==> src/rtl/ing_ts_pkg.sv <==
package ing_ts_pkg;
  localparam int SEC_W  = 48;
  localparam int NS_W   = 32;
  localparam int FRAC_W = 16;
  localparam int TOD_W  = SEC_W + NS_W + FRAC_W;

  typedef logic [TOD_W-1:0] tod_t;
endpackage

==> src/rtl/ing_ts_delay.sv <==
// Fixed-latency receive pipeline; carries the beat plus a "stamp queued" flag.
module ing_ts_delay #(
  parameter int DW  = 64,
  parameter int LAT = 8   // at least 1
) (
  input  logic          clk,
  input  logic          rst_n,
  input  logic          in_vld,
  input  logic          in_sop,
  input  logic          in_eop,
  input  logic          in_ok,
  input  logic [DW-1:0] in_dat,
  output logic          out_vld,
  output logic          out_sop,
  output logic          out_eop,
  output logic          out_ok,
  output logic [DW-1:0] out_dat
);
  logic          vld_q [LAT];
  logic          sop_q [LAT];
  logic          eop_q [LAT];
  logic          ok_q  [LAT];
  logic [DW-1:0] dat_q [LAT];

  for (genvar i = 0; i < LAT; i++) begin : g_stg
    logic          vld_d, sop_d, eop_d, ok_d;
    logic [DW-1:0] dat_d;

    if (i == 0) begin : g_head
      assign vld_d = in_vld;
      assign sop_d = in_sop;
      assign eop_d = in_eop;
      assign ok_d  = in_ok;
      assign dat_d = in_dat;
    end else begin : g_tail
      assign vld_d = vld_q[i-1];
      assign sop_d = sop_q[i-1];
      assign eop_d = eop_q[i-1];
      assign ok_d  = ok_q[i-1];
      assign dat_d = dat_q[i-1];
    end

    // control flags: reset, loaded only with a valid beat
    always_ff @(posedge clk or negedge rst_n) begin
      if (!rst_n) begin
        vld_q[i] <= 1'b0;
        sop_q[i] <= 1'b0;
        eop_q[i] <= 1'b0;
        ok_q[i]  <= 1'b0;
      end else begin
        vld_q[i] <= vld_d;
        if (vld_d) begin
          sop_q[i] <= sop_d;
          eop_q[i] <= eop_d;
          ok_q[i]  <= ok_d;
        end
      end
    end

    // payload: no reset, clock-enabled by valid
    always_ff @(posedge clk) begin
      if (vld_d) dat_q[i] <= dat_d;
    end
  end

  assign out_vld = vld_q[LAT-1];
  assign out_sop = sop_q[LAT-1];
  assign out_eop = eop_q[LAT-1];
  assign out_ok  = ok_q[LAT-1];
  assign out_dat = dat_q[LAT-1];
endmodule

==> src/rtl/ing_ts_fifo.sv <==
// Queue of pending arrival stamps.
module ing_ts_fifo #(
  parameter int W     = 96,
  parameter int DEPTH = 4
) (
  input  logic         clk,
  input  logic         rst_n,
  input  logic         push,
  input  logic         pop,
  input  logic [W-1:0] wdata,
  output logic [W-1:0] rdata,
  output logic         full,
  output logic         empty
);
  localparam int AW = (DEPTH > 1) ? $clog2(DEPTH) : 1;
  localparam int CW = $clog2(DEPTH + 1);

  logic [W-1:0]  mem [DEPTH];
  logic [AW-1:0] wp_q, wp_d, rp_q, rp_d;
  logic [CW-1:0] cnt_q, cnt_d;

  function automatic logic [AW-1:0] ptr_inc(input logic [AW-1:0] p);
    return (p == AW'(DEPTH - 1)) ? '0 : p + 1'b1;
  endfunction

  always_comb begin
    wp_d  = push ? ptr_inc(wp_q) : wp_q;
    rp_d  = pop  ? ptr_inc(rp_q) : rp_q;
    cnt_d = cnt_q + CW'(push) - CW'(pop);
  end

  always_ff @(posedge clk or negedge rst_n) begin
    if (!rst_n) begin
      wp_q  <= '0;
      rp_q  <= '0;
      cnt_q <= '0;
    end else begin
      wp_q  <= wp_d;
      rp_q  <= rp_d;
      cnt_q <= cnt_d;
    end
  end

  always_ff @(posedge clk) begin
    if (push) mem[wp_q] <= wdata;
  end

  assign rdata = mem[rp_q];
  assign full  = (cnt_q == CW'(DEPTH));
  assign empty = (cnt_q == '0);

  assert_pop_nonempty_R6: assert property (@(posedge clk) disable iff (!rst_n)
    pop |-> !empty);
  assert_push_has_room_R6: assert property (@(posedge clk) disable iff (!rst_n)
    push |-> (!full || pop));
  assert_count_bound_R6: assert property (@(posedge clk) disable iff (!rst_n)
    cnt_q <= CW'(DEPTH));
endmodule

==> src/rtl/ing_ts_capture.sv <==
module ing_ts_capture
  import ing_ts_pkg::*;
#(
  parameter int DW    = 64,
  parameter int LAT   = 8,
  parameter int DEPTH = 4
) (
  input  logic             clk,
  input  logic             rst_n,
  input  logic [TOD_W-1:0] tod_in,
  input  logic             ln_valid,
  input  logic             ln_sop,
  input  logic             ln_eop,
  input  logic [DW-1:0]    ln_data,
  output logic             cl_valid,
  output logic             cl_sop,
  output logic             cl_eop,
  output logic [DW-1:0]    cl_data,
  output logic [TOD_W-1:0] cl_ts,
  output logic             ovf_err
);
  // reset: asserted asynchronously, released on the clock
  logic [1:0] rs_q;
  logic       rst_n_s;

  always_ff @(posedge clk or negedge rst_n) begin
    if (!rst_n) rs_q <= 2'b00;
    else        rs_q <= {rs_q[0], 1'b1};
  end
  assign rst_n_s = rs_q[1];

  logic sop_det, push, pop, q_full, q_empty, out_ok;
  tod_t head, last_q, last_d;
  logic ovf_d;

  assign sop_det = ln_valid & ln_sop;               // line-side frame start
  assign pop     = cl_valid & cl_sop & out_ok;      // client start with a queued stamp
  assign push    = sop_det & (~q_full | pop);

  ing_ts_delay #(.DW(DW), .LAT(LAT)) u_pipe (
    .clk     (clk),
    .rst_n   (rst_n_s),
    .in_vld  (ln_valid),
    .in_sop  (ln_sop),
    .in_eop  (ln_eop),
    .in_ok   (push),
    .in_dat  (ln_data),
    .out_vld (cl_valid),
    .out_sop (cl_sop),
    .out_eop (cl_eop),
    .out_ok  (out_ok),
    .out_dat (cl_data)
  );

  ing_ts_fifo #(.W(TOD_W), .DEPTH(DEPTH)) u_stamps (
    .clk   (clk),
    .rst_n (rst_n_s),
    .push  (push),
    .pop   (pop),
    .wdata (tod_in),
    .rdata (head),
    .full  (q_full),
    .empty (q_empty)
  );

  always_comb begin
    last_d = pop ? head : last_q;
    ovf_d  = ovf_err | (sop_det & q_full & ~pop);
  end

  always_ff @(posedge clk or negedge rst_n_s) begin
    if (!rst_n_s) begin
      last_q  <= '0;
      ovf_err <= 1'b0;
    end else begin
      last_q  <= last_d;
      ovf_err <= ovf_d;
    end
  end

  assign cl_ts = pop ? head : last_q;

  assert_every_sop_stamped_R1: assert property (@(posedge clk) disable iff (!rst_n_s)
    (cl_valid && cl_sop && !ovf_err) |-> out_ok);
  assert_pop_has_entry_R3: assert property (@(posedge clk) disable iff (!rst_n_s)
    pop |-> !q_empty);
  assert_ts_hold_R4: assert property (@(posedge clk) disable iff (!rst_n_s)
    1'b1 |=> (pop || $stable(cl_ts)));
  assert_ovf_sticky_R7: assert property (@(posedge clk) disable iff (!rst_n_s)
    ovf_err |=> ovf_err);
  assert_ovf_on_drop_R7: assert property (@(posedge clk) disable iff (!rst_n_s)
    (sop_det && q_full && !pop) |=> ovf_err);
  assert_swap_no_ovf_R8: assert property (@(posedge clk) disable iff (!rst_n_s)
    (!ovf_err && sop_det && q_full && pop) |=> !ovf_err);
endmodule

==> config.mk <==
export PLATFORM = sky130hd
export DESIGN_NAME = ing_ts_capture
export DESIGN_NICKNAME = d
export VERILOG_FILES = /design/src/rtl/ing_ts_pkg.sv /design/src/rtl/ing_ts_delay.sv /design/src/rtl/ing_ts_fifo.sv /design/src/rtl/ing_ts_capture.sv
export SDC_FILE = /design/constraint.sdc
export NUM_CORES = 1
export LEC_CHECK = 0
export BUFFER_PORTS_ARGS = -buffer_cell sky130_fd_sc_hd__clkbuf_2
export CAP_MARGIN = 40
export CORE_MARGIN = 8
export CORE_UTILIZATION = 49
export DETAILED_ROUTE_END_ITERATION = 12
export GPL_ROUTABILITY_DRIVEN = 0
export PLACE_DENSITY = 0.75
export REMOVE_ABC_BUFFERS = 1
export SLEW_MARGIN = 40
export SYNTH_ARGS = -nofsm -noshare
export SYNTH_HDL_FRONTEND = slang
export SYNTH_HIERARCHICAL = 1
export SYNTH_SLANG_ARGS = --single-unit
==> constraint.sdc <==
create_clock -name clk -period 4.95 [get_ports clk]
set_clock_uncertainty 0.05 [all_clocks]
set_input_delay 0.495 -clock clk [delete_from_list [all_inputs] [get_ports clk]]
set_output_delay 0.495 -clock clk [all_outputs]
set_load 0.02 [all_outputs]
# Word level (Yosys, flattened, before mapping)
# Memories as Yosys holds them, arrays and structs flattened.
# Cells that the tools add are included.
# totals
reg_bits,138
mem_bits_rw,896
inputBits,165
out_inout_bits,164
word_cells,78
n_memories,2
# mem_list
name,words,width,rd,rd_clocked_by_memory_dff,write_ports,line_no,rtl
u_pipe.dat_q,8,64,8,0,8,ing_ts_delay.sv:23,logic [DW-1:0] dat_q [LAT];
u_stamps.mem,4,96,1,0,1,ing_ts_fifo.sv:18,logic [W-1:0] mem [DEPTH];
# classes
n_addsub,4
n_eq_ne,3
mux,21
n_bitwise,10
# op_table
op,n
96-bit 2-to-1 mux,1
1-bit 2-to-1 mux,18
1-bit bitwise AND,6
"2-bit by 1-bit adder with 2-bit output, second input constant",2
"2-bit equality test, second input constant",2
2-bit 2-to-1 mux,2
3-bit by 1-bit adder with 3-bit output,1
"3-bit equality test, second input constant",1
3-bit by 1-bit subtractor with 3-bit output,1
1-bit inverter,2
1-bit bitwise OR,2

# Longest topological paths before layout
# Gate-level depths: netlist (run 1).
# logic_depth
word_depth,6
mapped_depth,10
ltp_nobuf,8

# Cells and area by module
# Netlist (run 1), hierarchy kept.
# modules_own_cells
module,n_inst,cells_per_inst,area_per_inst_um2,seq_area_each_um2
ing_ts_delay,1,632,16926.2,16175.5
ing_ts_fifo,1,538,14257.4,11706.2
ing_ts_capture,1,211,3679.8,2477.4

# Worst setup path before layout (run 1)
# No wires, ideal clock.
# synth_path
path_kind,reg2reg
start,register u_pipe.sop_q (netlist bit u_pipe/out_sop)
end,memory u_stamps.mem[2][0] (enable)
setup_ps,465
arrival_time_ps,3642
required_ps,4435
slack_ps,793
path_stages_with_launch,6
path_buffers,2
synth_period_minus_slack_ps,4157
cell_sequence,dfrtp_1 nand3_2 buf_4 buf_6 a21oi_1 and2_1
# synth_via
elab_chain_cells,6
# synth_lines
element,line_no,rtl
"start, declared",ing_ts_delay.sv:20,logic sop_q [LAT];
"start signal, assigned by index",ing_ts_delay.sv:53,sop_q[i] <= sop_d;
1-bit bitwise AND (2 in a row),ing_ts_capture.sv:37,assign pop = cl_valid & cl_sop & out_ok;
1-bit bitwise OR,ing_ts_capture.sv:38,assign push = sop_det & (~q_full | pop);
1-bit bitwise AND,ing_ts_capture.sv:38,
via push,ing_ts_capture.sv:32,"logic sop_det, push, pop, q_full, q_empty, out_ok;"
1-bit 2-to-1 mux,ing_ts_fifo.sv:45,if (push) mem[wp_q] <= wdata;
1-bit 2-to-1 mux (implied by the code),ing_ts_fifo.sv:45,
"end, declared",ing_ts_fifo.sv:18,
# The timed path passes the listed nets, and every way through them passes these cells.

# Final worst setup path (run 1)
# layout_path
start,register u_stamps.rp_q[0]
end,output cl_ts[68]
# layout_via
elab_chain_cells,2
# layout_lines
element,line_no,rtl
"start, declared",ing_ts_fifo.sv:19,"logic [AW-1:0] wp_q, wp_d, rp_q, rp_d;"
"start signal, assigned",ing_ts_fifo.sv:39,rp_q <= rp_d;
memory read 4 x 96 bit,-,
via head[68],ing_ts_capture.sv:33,"tod_t head, last_q, last_d;"
96-bit 2-to-1 mux,-,
"end, declared",ing_ts_capture.sv:19,"output logic [TOD_W-1:0] cl_ts,"
# The timed path passes the listed nets, and every way through them passes these cells.

==> results of run 1 <==
what timing repair did:
item	CTS	global route
buffers inserted	0	0
resized for setup	0	0
hold endpoints to repair	427	0
hold buffers	152	0
where the power goes:
part / internal (W) / switching, W / leakage, nW
registers: 0.0106 / 0.000442 / 10.1
logic: 0.00166 / 0.00212 / 3.42
clock network: 0.00435 / 0.00314 / 1.62
total: 0.0166 / 0.00570 / 15.1
worst max-delay path: stages (launching register included):
cell,delay [ps]
sky130_fd_sc_hd__dfrtp_4,820
sky130_fd_sc_hd__buf_4,580
sky130_fd_sc_hd__mux4_2,590
sky130_fd_sc_hd__mux2_2,300
sky130_fd_sc_hd__clkbuf_2,160
flip-flops by register name, summed over array words and instances, names as in the netlist:
name,cells
u_pipe/out_sop,1
u_stamps/wp_q,2
u_pipe/out_vld,1
u_pipe/out_eop,1
u_pipe/dat_q,512
ovf_err,1
u_pipe/g_stg.eop_d,7
u_pipe/out_ok,1
last_q,96
u_stamps/rp_q,2
u_stamps/cnt_q,3
u_pipe/g_stg.sop_d,7
u_pipe/g_stg.vld_d,7
u_stamps/mem,384
rs_q,2
u_pipe/g_stg.ok_d,7
per-layer routing:
| layer | global-route usage (%) | up-vias |
|---|---|---|
| met1 | 19.8 | 7375 |
| met2 | 26.9 | 440 |
| met4 | 7.60 | 6 |
| li1 | - | 6530 |
| met5 | 0 | - |
| met3 | 3.78 | 138 |
final cells by class:
class,instances,area [µm²]
antenna,16,40.0
clock buffer,144,2810
clock inverter,42,528
fill,4770,28800
inverter,7,26.3
multi-input combinational,243,3790
sequential,1034,30400
tap,950,1190
timing repair buffer,501,3410
metrics by stage:
step                      power [W]  area [µm²]  util, %  TNS (ps)
after floorplan              0.0137       34200        -   -283330
after global placement       0.0147       37300     52.5         0
after detailed placement     0.0149       37300     52.5         0
after CTS                    0.0225       42100     59.3         0
after global routing         0.0231       42200     59.4         0
final                        0.0223       42200     59.4         0
path summary, 6_finish.rpt:
check                                             startpoint                            to  slack, ps  depth (start not counted)
worst min register to register             rs_q[1]$_DFF_PN0_          last_q[79]$_DFF_PN0_        210                          0
min in group asynchronous                              rst_n             rs_q[0]$_DFF_PN0_        100                          2
max in group asynchronous                  rs_q[1]$_DFF_PN0_          last_q[31]$_DFF_PN0_       3510                          1
worst min-delay path                              ln_data[0]  u_pipe/dat_q[0][0]$_DFFE_PP_         30                          1
worst max-delay path            u_stamps/rp_q[0]$_DFFE_PN0P_                     cl_ts[68]       1240                          4
worst max register to register    u_pipe/out_sop$_DFFE_PN0P_   u_stamps/cnt_q[2]$_DFF_PN0_       1930                          9
==> flow_summary.ini, run 1 <==
[timing]
slew-limit-headroom_pct = 44.2
fin_ws_ps = 1240
worst_pin_slew_ps = 837
holdWs_ps = 34.5
rsz_0062_raised_after_global_routing = false
crit_share_post_route_pct = 75.0
report.final.slew_viol_count = 0
finalWorstPathRequiredPeriod_ps = 3710
fmaxAchievable_mhz = 269
setup_viol = 0
final_hold_viol_count = 0

[die]
fp.dieArea_um2 = 79900
die_height_um = 283
initial_util_pct = 49.1
rows = 98
die_span_x_um = 283
io-pin-count = 329
coreArea_um2 = 71000

[finish]
flow.area_growth_from_synthesis_pct = 21.0
finalNonFillerCells = 2937
share_of_final_layout_standard_cells_stronger_than_drive_strength_1_pct = 35.9
final_common_cell = sky130_fd_sc_hd__edfxtp_1
layout_common_cells = 896 x sky130_fd_sc_hd__edfxtp_1, 327 x sky130_fd_sc_hd__clkbuf_2, 152 x sky130_fd_sc_hd__dlygate4sd3_1, 128 x sky130_fd_sc_hd__dfrtp_1, 100 x sky130_fd_sc_hd__clkbuf_16
design.final.nets = 2058

[logic_synthesis]
syn-instance-count = 1380
mappedNetlistArea_um2 = 34900
ys.warnings.count = 6
synth.avg_cell_area_um2 = 25.3

[worst_setup_path]
worst_ep_required_time_ps = 4410
critical_path_startpoint_category = flop
worst_setup_path_end_kind = output pin
criticalPathCategory = reg2out
cp.arrival_ps = 3170
crit_path_max_fanout = 28

[drt]
viasPerCell = 4.93
avgRoutedWirePerCell_um = 21.7
drt_drc_violations_left = 0
dr.pass1.iters = 4
totalWireLength_um = 63800
route.met3.wl_um = 3840
detail-route-antenna-nets = 0
wl_met2_um = 32600
top_signal_layer_used = met5
vias = 14500
wl_met1_um = 24900
drt_first_iter_violations = 1067

[place]
place.port_buffers = 328
dp.cells = 2583
pre_cts_slack_ps = 1880
place_hpwl_um = 38300

[clock_network]
clock_sink_count = 1034
htree_num_levels = 3
cts_made_buffers = 98
cts_tree = built
clock_tree.root_cell = sky130_fd_sc_hd__clkbuf_16
cts.path.max_buffers = 3
worst_skew_pair.late_latency_ps = 680
cts.reportedPaths.clkPinSlew_ps = 60

[power_and_ir_drop]
static-leakage-power_nw = 15.1
irDropWorstVdd_uv = 488
powerDensity_nw_per_um2 = 528

[global_routing]
grt_first_pass_wirelength_um = 96500
grt_util_all_layers_pct = 16.1
grt_pass1_vias = 15800
grt_antenna_before_repair = 20
largest_net_degree_at_the_start_of_global_routing = 109
grt.overflow.total = 0

[run_status]
status = completed

[flow_run]
drv.max_cap_violation_count = 0

[hold_path]
holdCritPathClass = in2reg
Power figures use the tool's default switching activity.
==> run 2: changes to the inputs <==
clock period = 3.8 ns   (was 4.95 ns; I/O delays follow)
==> flow_summary.ini, run 2 (same netlist as run 1, synthesis figures left out) <==
[timing]
finalWorstPathRequiredPeriod_ps = 3360
holdWs_ps = 231
report.final.slew_viol_count = 0
slew-limit-headroom_pct = 46.8
worst_pin_slew_ps = 798
setup_viol = 0
crit_share_post_route_pct = 88.5
fmaxAchievable_mhz = 297
final_hold_viol_count = 0
rsz_0062_raised_after_global_routing = false

[place]
place.port_buffers = 328
place_hpwl_um = 39300

[clock_network]
cts.reportedPaths.clkPinSlew_ps = 60
clock_tree.root_cell = sky130_fd_sc_hd__clkbuf_16
cts.path.max_buffers = 3
clock_sink_count = 1034
cts_made_buffers = 100
cts_tree = built
worst_skew_pair.late_latency_ps = 670
htree_num_levels = 3

[drt]
drt_drc_violations_left = 0
dr.pass1.iters = 7
detail-route-antenna-nets = 0
vias = 14900
totalWireLength_um = 65100
viasPerCell = 5.01
drt_first_iter_violations = 967
avgRoutedWirePerCell_um = 22.0

[finish]
flow.area_growth_from_synthesis_pct = 21.9
share_of_final_layout_standard_cells_stronger_than_drive_strength_1_pct = 36.3
area.sequential_um2 = 30400
design.final.nets = 2081
number_of_flip_flops_in_the_largest_register = 512
layout_common_cells = 896 x sky130_fd_sc_hd__edfxtp_1, 327 x sky130_fd_sc_hd__clkbuf_2, 164 x sky130_fd_sc_hd__dlygate4sd3_1, 128 x sky130_fd_sc_hd__dfrtp_1, 104 x sky130_fd_sc_hd__clkbuf_16
final_common_cell = sky130_fd_sc_hd__edfxtp_1
filler_instances = 4745
top_regs = u_pipe/dat_q x512, u_stamps/mem x384, last_q x96
multiInputGateArea_um2 = 3790
regMostFlops = u_pipe/dat_q
share_of_the_core_filled_with_cells_in_the_final_layout_pct = 59.8

[global_routing]
grt_antenna_before_repair = 27
grt_util_all_layers_pct = 16.3
grt.overflow.total = 0
largest_net_degree_at_the_start_of_global_routing = 75
grt_pass1_vias = 16200
grt_first_pass_wirelength_um = 97700

[worst_setup_path]
worst_ep_required_time_ps = 3370
criticalPathCategory = reg2out
cp.arrival_ps = 2930
critical_path_startpoint_category = flop
crit_path_max_fanout = 23
worst_setup_path_end_kind = output pin

[die]
die_height_um = 283
coreArea_um2 = 71000
fp.dieArea_um2 = 79900
die_span_x_um = 283
io-pin-count = 329
rows = 98
initial_util_pct = 49.1

[power_and_ir_drop]
irDropWorstVdd_uv = 563
powerDensity_nw_per_um2 = 688
static-leakage-power_nw = 15.3
power_total_w = 0.0292

[hold_path]
holdCritPathClass = reg2async

[run_status]
status = completed

[flow_run]
drv.max_cap_violation_count = 0
run 2: final timing paths:
kind | start | endpoint | slack, ps | cells after the start
max in group asynchronous | rs_q[1]$_DFF_PN0_ | last_q[5]$_DFF_PN0_ | 2310 | 2
hold / removal | rs_q[1]$_DFF_PN0_ | last_q[33]$_DFF_PN0_ | 230 | 0
setup reg to reg | u_pipe/out_vld$_DFF_PN0_ | u_stamps/cnt_q[2]$_DFF_PN0_ | 1110 | 9
min in group clk | ln_valid | u_stamps/wp_q[1]$_DFFE_PN0P_ | 230 | 5
hold reg to reg | rs_q[1]$_DFF_PN0_ | last_q[33]$_DFF_PN0_ | 230 | 0
setup / recovery | u_stamps/rp_q[0]$_DFFE_PN0P_ | cl_ts[26] | 440 | 4
run 2: cell type report:
class | count | share of cell area [%]
antenna | 23 | 0.135
clock buffer | 135 | 6.66
clock inverter | 52 | 1.36
inverter | 7 | 0.0618
multi-input combinational | 243 | 8.93
sequential | 1034 | 71.5
tap | 950 | 2.80
timing repair buffer | 522 | 8.53
run 2: worst max-delay path, stage by stage, from the launching register on:
cell	delay [ps]
sky130_fd_sc_hd__dfrtp_4	760
sky130_fd_sc_hd__buf_4	440
sky130_fd_sc_hd__mux4_2	570
sky130_fd_sc_hd__mux2_2	300
sky130_fd_sc_hd__clkbuf_2	170
run 2: per-layer routing:
layer	vias to the layer above	global-route usage [%]	part of all wire, %
met5	-	0	0.14
met4	12	7.66	3.9
met3	155	3.87	6.5
met2	528	27.7	52
met1	7606	19.7	38
li1	6572	-	-
run 2: stage by stage:
step	worst slack [ps]	cells	cell area, µm²	setup TNS [ps]
2_1_floorplan	-1790	1284	34200	-988250
3_3_place_gp	1110	2591	37300	0
3_5_place_dp	1080	2591	37400	0
4_1_cts	331	2942	42400	0
5_1_grt	277	2960	42500	0
6_report	438	2966	42500	0
run 2: what timing repair did:
| item | CTS | global route |
|---|---|---|
| hold buffers | 164 | 0 |
| buffers inserted | 0 | 0 |
| hold endpoints to repair | 453 | 0 |
| resized for setup | 0 | 0 |
run 2: where the power goes:
part	switching (W)	leakage [nW]	internal, W	total [W]
Combinational	0.00277	3.52	0.00221	0.00499
Sequential	0.000582	10.1	0.0138	0.0143
Clock	0.00414	1.65	0.00577	0.00990
Total	0.00749	15.3	0.0217	0.0292
==> run 3: changes to the inputs <==
CORE_UTILIZATION = 30   (was 49)
CTS_BUF_LIST = sky130_fd_sc_hd__clkbuf_4 sky130_fd_sc_hd__clkbuf_8   (was unset)
PLACE_DENSITY = 0.53   (was 0.75)
==> flow_summary.ini, run 3 (same netlist as run 1, synthesis figures left out) <==
[run_status]
status = completed

[global_routing]
grt_util_all_layers_pct = 11.1
globalRoute.busiestLayer = met2
grt_pass1_vias = 16500
grt_use_met1_pct = 13.1
grt_first_pass_wirelength_um = 105000
largest_net_degree_at_the_start_of_global_routing = 98
grt_antenna_before_repair = 15
grtUsageMet3_pct = 3.12
grt.overflow.total = 0
met2_track_demand_over_resource_in_global_routing_pct = 19.1

[timing]
crit_share_post_route_pct = 90.4
timing.setup.tns_ps = 0
report.final.slew_viol_count = 0
worst_pin_slew_ps = 791
rsz_0062_raised_after_global_routing = false
fmaxAchievable_mhz = 291
final_hold_viol_count = 0
slew-limit-headroom_pct = 47.3
finalWorstPathRequiredPeriod_ps = 3440
setup_viol = 0

[flow_run]
drv.max_cap_violation_count = 0

[clock_network]
cts_tree = built
post_cts_hold_buffer_count = 165
htree_num_levels = 4
cts.path.max_buffers = 3
cts_made_buffers = 172
clock_sink_count = 1034
postCtsSetupBuffers = 0
cts_resizes = 0
worst_skew_pair.late_latency_ps = 800
clock_tree.root_cell = sky130_fd_sc_hd__clkbuf_8
cts.reportedPaths.clkPinSlew_ps = 60

[worst_setup_path]
worst_ep_required_time_ps = 3370
cp.arrival_ps = 3010
crit_path_max_incr_delay_ps = 940
crit_path_max_fanout = 47
path_cells = buf_4 > mux4_2 > mux2_2 > clkbuf_2
critical_path_startpoint_category = flop
worst_setup_path_end_kind = output pin
criticalPathCategory = reg2out
critical_path_top_delay_cell = sky130_fd_sc_hd__dfrtp_4

[die]
initial_util_pct = 30.1
fp.dieArea_um2 = 127000
die_height_um = 357
io-pin-count = 329
rows = 125
die_span_x_um = 357
coreArea_um2 = 116000

[finish]
number_of_flip_flops_in_the_largest_register = 512
final_common_cell = sky130_fd_sc_hd__edfxtp_1
design.final.nets = 2156
area.sequential_um2 = 30400
layout_common_cells = 896 x sky130_fd_sc_hd__edfxtp_1, 327 x sky130_fd_sc_hd__clkbuf_2, 201 x sky130_fd_sc_hd__clkbuf_8, 165 x sky130_fd_sc_hd__dlygate4sd3_1, 128 x sky130_fd_sc_hd__dfrtp_1
flow.area_growth_from_synthesis_pct = 25.0
top_regs = u_pipe/dat_q x512, u_stamps/mem x384, last_q x96
share_of_final_layout_standard_cells_stronger_than_drive_strength_1_pct = 40.6
filler_instances = 10500
regMostFlops = u_pipe/dat_q
finalNonFillerCells = 3655
multiInputGateArea_um2 = 3790

[drt]
detail-route-antenna-nets = 0
vias = 14800
drt_first_iter_violations = 678
totalWireLength_um = 71000
drt_drc_violations_left = 0
dr.pass1.iters = 4
avgRoutedWirePerCell_um = 19.4
viasPerCell = 4.05

[power_and_ir_drop]
irDropWorstVdd_uv = 395
static-leakage-power_nw = 15.6
powerDensity_nw_per_um2 = 674

[place]
place.port_buffers = 328
dp.cells = 3168
place_hpwl_um = 45100

[hold_path]
holdCritPathClass = reg2async
-- run 3: path summary, 6_finish.rpt --
path	start	endpoint	slack, ps	cells past startpoint
min in group clk	ln_data[5]	u_pipe/dat_q[0][5]$_DFFE_PP_	270	2
min reg2reg	rs_q[1]$_DFF_PN0_	u_pipe/out_vld$_DFF_PN0_	220	0
min	rs_q[1]$_DFF_PN0_	u_pipe/out_vld$_DFF_PN0_	220	0
max reg2reg	u_pipe/out_vld$_DFF_PN0_	u_stamps/mem[0][6]$_DFFE_PP_	1560	5
max	u_stamps/rp_q[1]$_DFFE_PN0P_	cl_ts[28]	360	4
max in group asynchronous	rs_q[1]$_DFF_PN0_	u_pipe/g_stg[4].eop_d$_DFFE_PN0P_	2370	2
-- run 3: through the flow --
stage / power [W] / hold slack, ps / cell area (µm²) / worst slack (ps) / util [%]
CTS: 0.0300 / 135 / 43600 / 151 / 37.6
global route: 0.0307 / 186 / 43600 / 154 / 37.6
finish: 0.0293 / 218 / 43600 / 364 / 37.6
detailed placement: 0.0196 / 120 / 38200 / 1110 / 33.0
floorplan: 0.0178 / 34.4 / 34200 / -1790 / -
global placement: 0.0194 / 120 / 38100 / 1130 / 32.9
-- run 3: layout make-up --
type / instances / area share [%]
Clock inverter: 59 / 1.12
Sequential cell: 1034 / 69.7
Tap cell: 1524 / 4.38
Inverter: 7 / 0.0603
Multi-Input combinational cell: 243 / 8.71
Clock buffer: 258 / 7.33
Antenna cell: 5 / 0.0287
Timing Repair Buffer: 525 / 8.63
-- run 3: metal layers --
metal,wire [µm],part of all wire [%]
met5,32,0.045
met4,2310,3.3
met3,3600,5.1
met2,36000,51
met1,29100,41
-- run 3: worst max-delay path, delay by kind of cell, from the launching register on --
kind,cells,cell delay (ps)
DFF,1,940
buffers and inverters,2,590
muxes,2,660
-- run 3: power by group --
group / switching [W] / total, W / internal, W
Clock: 0.00435 / 0.0101 / 0.00571
Combinational: 0.00281 / 0.00504 / 0.00223
Sequential: 0.000485 / 0.0142 / 0.0138
Total: 0.00765 / 0.0293 / 0.0217
